[src/rtl/ddr_wr_seq_pkg.sv]
package ddr_wr_seq_pkg;
  typedef struct packed {
    logic drive;
    logic strobe_hi;
    logic beat_req;
    logic last_tgl;
  } wr_phase_t;
endpackage

[src/rtl/ddr_wr_seq_ctrl.sv]
module ddr_wr_seq_ctrl #(
  parameter int CMD_W = 3,
  parameter int WR_W  = 4,
  parameter int CNT_W = 6
) (
  input  logic             clk_i,
  input  logic             rst_ni,
  input  logic             start_i,
  input  logic [CMD_W-1:0] n_wr_i,
  input  logic [WR_W-1:0]  wr_i,
  input  logic             done_i,
  output logic             busy_o,
  output logic [CNT_W-1:0] cnt_o,
  output logic [CMD_W-1:0] n_o,
  output logic [WR_W-1:0]  wr_o
);
  localparam logic [WR_W-1:0] WR_MIN = WR_W'(2);

  logic accept;
  assign accept = start_i && (!busy_o || done_i);

  always_ff @(posedge clk_i or negedge rst_ni) begin
    if (!rst_ni) begin
      busy_o <= 1'b0;
      cnt_o  <= '0;
      n_o    <= '0;
      wr_o   <= '0;
    end else if (accept) begin
      busy_o <= 1'b1;
      cnt_o  <= CNT_W'(1);
      n_o    <= (n_wr_i == '0) ? CMD_W'(1) : n_wr_i;
      wr_o   <= (wr_i < WR_MIN) ? WR_MIN : wr_i;
    end else if (busy_o) begin
      if (done_i) begin
        busy_o <= 1'b0;
        cnt_o  <= '0;
      end else begin
        cnt_o  <= cnt_o + CNT_W'(1);
      end
    end
  end
endmodule

[src/rtl/ddr_wr_strobe_gen.sv]
module ddr_wr_strobe_gen
  import ddr_wr_seq_pkg::*;
#(
  parameter int CMD_W = 3,
  parameter int CNT_W = 6
) (
  input  logic             busy_i,
  input  logic             done_i,
  input  logic [CNT_W-1:0] cnt_i,
  input  logic [CMD_W-1:0] n_i,
  output wr_phase_t        phase_o
);
  logic [CNT_W-1:0] beats;
  assign beats = CNT_W'(n_i) << 1;

  always_comb begin
    phase_o.drive     = busy_i && !done_i && (cnt_i <= beats + CNT_W'(2));
    phase_o.strobe_hi = busy_i && (cnt_i >= CNT_W'(2)) && (cnt_i <= beats) && !cnt_i[0];
    phase_o.beat_req  = busy_i && (cnt_i <= beats);
    phase_o.last_tgl  = busy_i && (cnt_i == beats + CNT_W'(1));
  end
endmodule

[src/rtl/ddr_wr_data_path.sv]
module ddr_wr_data_path #(
  parameter int DQ_W = 32,
  parameter int DM_W = 8
) (
  input  logic            clk_i,
  input  logic            rst_ni,
  input  logic            beat_req_i,
  input  logic [DQ_W-1:0] wdata_i,
  input  logic [DM_W-1:0] wmask_i,
  output logic [DQ_W-1:0] dq_o,
  output logic [DM_W-1:0] dm_o
);
  always_ff @(posedge clk_i or negedge rst_ni) begin
    if (!rst_ni) begin
      dq_o <= '0;
      dm_o <= '0;
    end else if (beat_req_i) begin
      dq_o <= wdata_i;
      dm_o <= wmask_i;
    end
  end
endmodule

[src/rtl/ddr_wr_recovery.sv]
module ddr_wr_recovery #(
  parameter int WR_W = 4
) (
  input  logic            clk_i,
  input  logic            rst_ni,
  input  logic            load_i,
  input  logic [WR_W-1:0] wr_i,
  output logic            done_o
);
  localparam int RC_W = WR_W + 1;

  logic            active;
  logic [RC_W-1:0] rem;

  // half-cycles left: 2*(wr-2), wr already clamped to >= 2
  always_ff @(posedge clk_i or negedge rst_ni) begin
    if (!rst_ni) begin
      active <= 1'b0;
      rem    <= '0;
    end else if (load_i) begin
      active <= 1'b1;
      rem    <= (RC_W'(wr_i) - RC_W'(2)) << 1;
    end else if (active) begin
      if (rem == '0) active <= 1'b0;
      else           rem    <= rem - RC_W'(1);
    end
  end

  assign done_o = active && (rem == '0);
endmodule

[src/rtl/ddr_wr_seq.sv]
module ddr_wr_seq
  import ddr_wr_seq_pkg::*;
#(
  parameter int CMD_W = 3,
  parameter int WR_W  = 4,
  parameter int DQ_W  = 32,
  parameter int DM_W  = 8,
  parameter int DQS_W = 4,
  parameter int BOE_W = 4
) (
  input  logic             clk_i,
  input  logic             rst_ni,
  input  logic             start_i,
  input  logic [CMD_W-1:0] n_wr_i,
  input  logic [WR_W-1:0]  wr_i,
  input  logic [DQ_W-1:0]  wdata_i,
  input  logic [DM_W-1:0]  wmask_i,
  output logic             beat_req_o,
  output logic [DQS_W-1:0] dqs_o,
  output logic             dqs_oe_o,
  output logic             dq_oe_o,
  output logic [DQ_W-1:0]  dq_o,
  output logic [DM_W-1:0]  dm_o,
  output logic [BOE_W-1:0] buf_oe_o,
  output logic             cs_keep_o,
  output logic             done_o
);
  localparam int MAX_HC = 2 * (2 ** CMD_W) + 2 * (2 ** WR_W) + 4;
  localparam int CNT_W  = $clog2(MAX_HC) + 1;

  logic             busy, done;
  logic [CNT_W-1:0] cnt;
  logic [CMD_W-1:0] n_lat;
  logic [WR_W-1:0]  wr_lat;
  wr_phase_t        phase;

  ddr_wr_seq_ctrl #(.CMD_W(CMD_W), .WR_W(WR_W), .CNT_W(CNT_W)) ctrl_i (
    .clk_i, .rst_ni, .start_i, .n_wr_i, .wr_i,
    .done_i(done), .busy_o(busy), .cnt_o(cnt), .n_o(n_lat), .wr_o(wr_lat)
  );

  ddr_wr_strobe_gen #(.CMD_W(CMD_W), .CNT_W(CNT_W)) strobe_i (
    .busy_i(busy), .done_i(done), .cnt_i(cnt), .n_i(n_lat), .phase_o(phase)
  );

  ddr_wr_data_path #(.DQ_W(DQ_W), .DM_W(DM_W)) data_i (
    .clk_i, .rst_ni, .beat_req_i(phase.beat_req),
    .wdata_i, .wmask_i, .dq_o, .dm_o
  );

  ddr_wr_recovery #(.WR_W(WR_W)) rec_i (
    .clk_i, .rst_ni, .load_i(phase.last_tgl), .wr_i(wr_lat), .done_o(done)
  );

  assign beat_req_o = phase.beat_req;
  assign dqs_oe_o   = phase.drive;
  assign dq_oe_o    = phase.drive;
  assign done_o     = done;
  assign cs_keep_o  = busy && !done;

  for (genvar g = 0; g < DQS_W; g++) begin : g_dqs
    assign dqs_o[g] = phase.strobe_hi;
  end
  for (genvar g = 0; g < BOE_W; g++) begin : g_boe
    assign buf_oe_o[g] = busy && !done;
  end
endmodule

[config.mk]
export PLATFORM = sky130hd
export DESIGN_NAME = ddr_wr_seq
export DESIGN_NICKNAME = d
export VERILOG_FILES = /design/src/rtl/ddr_wr_seq_pkg.sv /design/src/rtl/ddr_wr_seq_ctrl.sv /design/src/rtl/ddr_wr_strobe_gen.sv /design/src/rtl/ddr_wr_data_path.sv /design/src/rtl/ddr_wr_recovery.sv /design/src/rtl/ddr_wr_seq.sv
export SDC_FILE = /design/constraint.sdc
export NUM_CORES = 1
export LEC_CHECK = 0
export ABC_AREA = 1
export BUFFER_PORTS_ARGS = -buffer_cell sky130_fd_sc_hd__buf_2
export CAP_MARGIN = 20
export CELL_PAD_IN_SITES_DETAIL_PLACEMENT = 1
export CELL_PAD_IN_SITES_GLOBAL_PLACEMENT = 1
export CORE_AREA = 2 2 92 94
export CTS_CLUSTER_SIZE = 24
export DETAILED_ROUTE_END_ITERATION = 16
export DIE_AREA = 0 0 94 96
export GPL_ROUTABILITY_DRIVEN = 0
export GPL_TIMING_DRIVEN = 0
export PLACE_DENSITY = 0.85
export SYNTH_ARGS = -nofsm -noshare
export SYNTH_HDL_FRONTEND = slang
export SYNTH_SLANG_ARGS = --single-unit
[constraint.sdc]
create_clock -name clk_i -period 5.5 [get_ports clk_i]
set_input_delay 0.825 -clock clk_i [delete_from_list [all_inputs] [get_ports clk_i]]
set_output_delay 0.825 -clock clk_i [all_outputs]
set_load 0.1 [all_outputs]
==> results.py <==
metrics = {
    "sta": {
        "relSlewSlack_pct": 47.9,
        "period_needed_ns": 3.59,
        "slew_violations": 0,
        "fmaxAchievable_mhz": 279,
        "rsz0062_at_grt": "false",
        "finalClockSkew_ns": 0.00697,
        "hold_viol": 0,
        "tns_ns": 0,
        "fin_crit_sh_pct": 65.2,
        "worst_pin_slew_ns": 0.782,
        "setup_viol_count_final": 0,
    },
    "worst_setup_path": {
        "reg2reg_depth": 8,
        "cp_slowest_stage_delay_ns": 0.43,
        "critPathMaxFanout": 10,
        "required_ns": 4.68,
        "critPathKind": "reg2out",
        "start_kind": "flip-flop",
        "cpMaxStageDelayCell": "dfrtp_1",
        "end_kind": "output port",
        "cp.arrival_ns": 2.76,
        "critical_path.cell_chain": "inv_1, ha_1, nor2_1, nand2_1, nand2_1, nand2_4, buf_6, nor2_1, buf_4, buf_2",
    },
    "routing": {
        "remaining_drc_errors": 0,
        "drt_iter0_drc": 53,
        "antenna_left": 0,
        "vias_per_cell": 4.87,
        "wl_per_cell_um": 14.1,
        "wl_um": 8230,
        "vias": 2841,
        "drt_pass1_iterations": 4,
    },
    "global_routing": {
        "grt_pass1_wl_um": 13500,
        "grt_pass1_vias": 2886,
        "grt_overflow": 0,
        "antenna_found_initial": 0,
        "grt_max_degree": 34,
        "grt_usage_pct": 19.4,
    },
    "synthesis": {
        "synth_area_per_cell_um2": 8.51,
        "synth-edff-count": 0,
        "synth-xor-area-share_pct": 1.43,
        "synthMuxAreaShare_pct": 0,
        "synth_compound_area_share_pct": 4.53,
        "synth_adder_area_share_pct": 4.90,
        "synth_fp_nets": 422,
        "synth_seq_area_share_pct": 49.8,
        "synth_top_family_by_area": "simple AND/OR/NAND/NOR gates",
        "ys_seq_elements": 61,
        "synthArstFlopShare_pct": 100,
        "netlist_area_mm2": 0.00306,
        "synth_flop_cell": "dfrtp_1",
        "syn_inst": 360,
        "synth-simple-area-share_pct": 30.5,
        "synth_warnings": 0,
        "ys_types": 29,
    },
    "cts": {
        "cts.repair.resized": 0,
        "cts_made_buffers": 9,
        "cts_max_path_buffers": 2,
        "cts_sinks": 61,
        "path_clk_slew_ns": 0.07,
        "htreeDepth": 3,
        "clockRootBuffer": "clkbuf_8",
        "clk_latency_ns": 0.34,
        "postCtsHoldBufs": 0,
        "cts_setup_buffers": 0,
        "cts_tree": "built",
    },
    "placement": {
        "dp_hpwl_um": 6170,
        "io_buffers": 102,
        "dp.cells": 568,
        "place_area_mm2": 0.00373,
    },
    "floorplan": {
        "std_cell_rows": 33,
        "die_y_um": 96,
        "dieArea_mm2": 0.00902,
        "die-width_um": 94,
        "core_mm2": 0.00805,
        "start_util_pct": 38.1,
        "design.portCount": 103,
    },
    "flow_run": {
        "drv_cap": 0,
    },
    "layout": {
        "layoutNonFillerInstCount": 583,
        "multi_input_area_mm2": 0.00127,
        "nets": 536,
        "fill_cells": 1003,
        "area_growth_pct": 29.6,
        "final_area_mm2": 0.00397,
        "regArea_mm2": 0.00153,
        "drive_above_1_share_pct": 32.8,
        "antenna_cells": 0,
        "layout_common_cells": "nand2_1 (124), buf_2 (107), dfrtp_1 (61), nand3_1 (58), inv_1 (26)",
        "final_common_cell": "nand2_1",
    },
    "run_status": {
        "status": "finished, final reports clean",
    },
    "hold_path": {
        "min_path_cells": 2,
        "hp-class": "reg2reg",
    },
}
[kinds of logic (layout without fill, tap and decap cells)]
logic type	count (synthesis)	count (layout)
xor gates and xnor gates	5	5
DFF	61	61
AOI/OAI and AO/OA	22	22
and+or+nand+nor	211	211
buffers and inverters	49	167
adders and majority gates	12	12
[layout make-up]
class                           count  share of cell area [%]
Inverter                           28                    2.71
Tap cell                          105                    3.31
Multi-Input combinational cell    250                    31.9
Buffer                             21                    4.13
Sequential cell                    61                    38.4
Clock buffer                       11                    3.81
Timing Repair Buffer              103                    13.4
Clock inverter                      4                    2.39
[registers in the layout (all words and copies together), names as in the netlist]
signal and flops:
data_i.dm_o 8, rec_i.active 1, ctrl_i.wr_o 4, rec_i.rem 5, ctrl_i.busy_o 1, ctrl_i.cnt_o 7, data_i.dq_o 32, ctrl_i.n_o 3
[cells in the mapped netlist (5+ instances only)]
library cell | instances | area share, %
o21ai_2 | 5 | 1.4
buf_6 | 5 | 1.8
nor2_1 | 14 | 1.7
buf_2 | 5 | 0.82
buf_4 | 11 | 2.7
a21oi_1 | 6 | 0.98
nand2_1 | 124 | 15
inv_1 | 26 | 3.2
dfrtp_1 | 61 | 50
nand3_1 | 58 | 9.5
ha_1 | 12 | 4.9
[final timing paths]
kind / end / slack, ns / start
setup / recovery: dqs_o[1] / 1.91 / ctrl_i.cnt_o[1]$_DFFE_PN0P_
hold / removal: data_i.dq_o[31]$_DFFE_PN0P_ / 0.47 / data_i.dq_o[31]$_DFFE_PN0P_
setup reg to reg: data_i.dq_o[15]$_DFFE_PN0P_ / 3.69 / ctrl_i.cnt_o[1]$_DFFE_PN0P_
hold reg to reg: data_i.dq_o[31]$_DFFE_PN0P_ / 0.47 / data_i.dq_o[31]$_DFFE_PN0P_
max in group asynchronous: rec_i.rem[3]$_DFFE_PN0P_ / 4.32 / rst_ni
min in group asynchronous: data_i.dq_o[14]$_DFFE_PN0P_ / 0.56 / rst_ni
[layer usage]
layer | track usage, % | vias to the layer above | share of wire [%]
li1 | - | 1369 | -
met1 | 23.5 | 1377 | 45
met2 | 33.9 | 84 | 48
met3 | 4.54 | 11 | 5.3
met4 | 6.88 | 0 | 1.5
met5 | 0 | - | 0
[worst max-delay path, delay by kind of cell (launching register included)]
kind          cells  cell delay [ns]
fa+ha+maj         1             0.35
buf+inv           4             0.85
flops             1             0.43
simple gates      5             0.79
[metrics by stage]
step / utilization, % / setup WS, ns / hold slack (ns)
2_1_floorplan: - / 1.31 / 0.442
3_3_place_gp: 46.0 / 2.39 / 0.448
3_5_place_dp: 46.3 / 2.28 / 0.454
4_1_cts: 49.3 / 1.87 / 0.470
5_1_grt: 49.3 / 1.71 / 0.493
6_report: 49.3 / 1.91 / 0.465
Power is left out: the tool's default activity adds up to more than one toggle a clock period on the data nets, which glitch-free logic cannot reach.
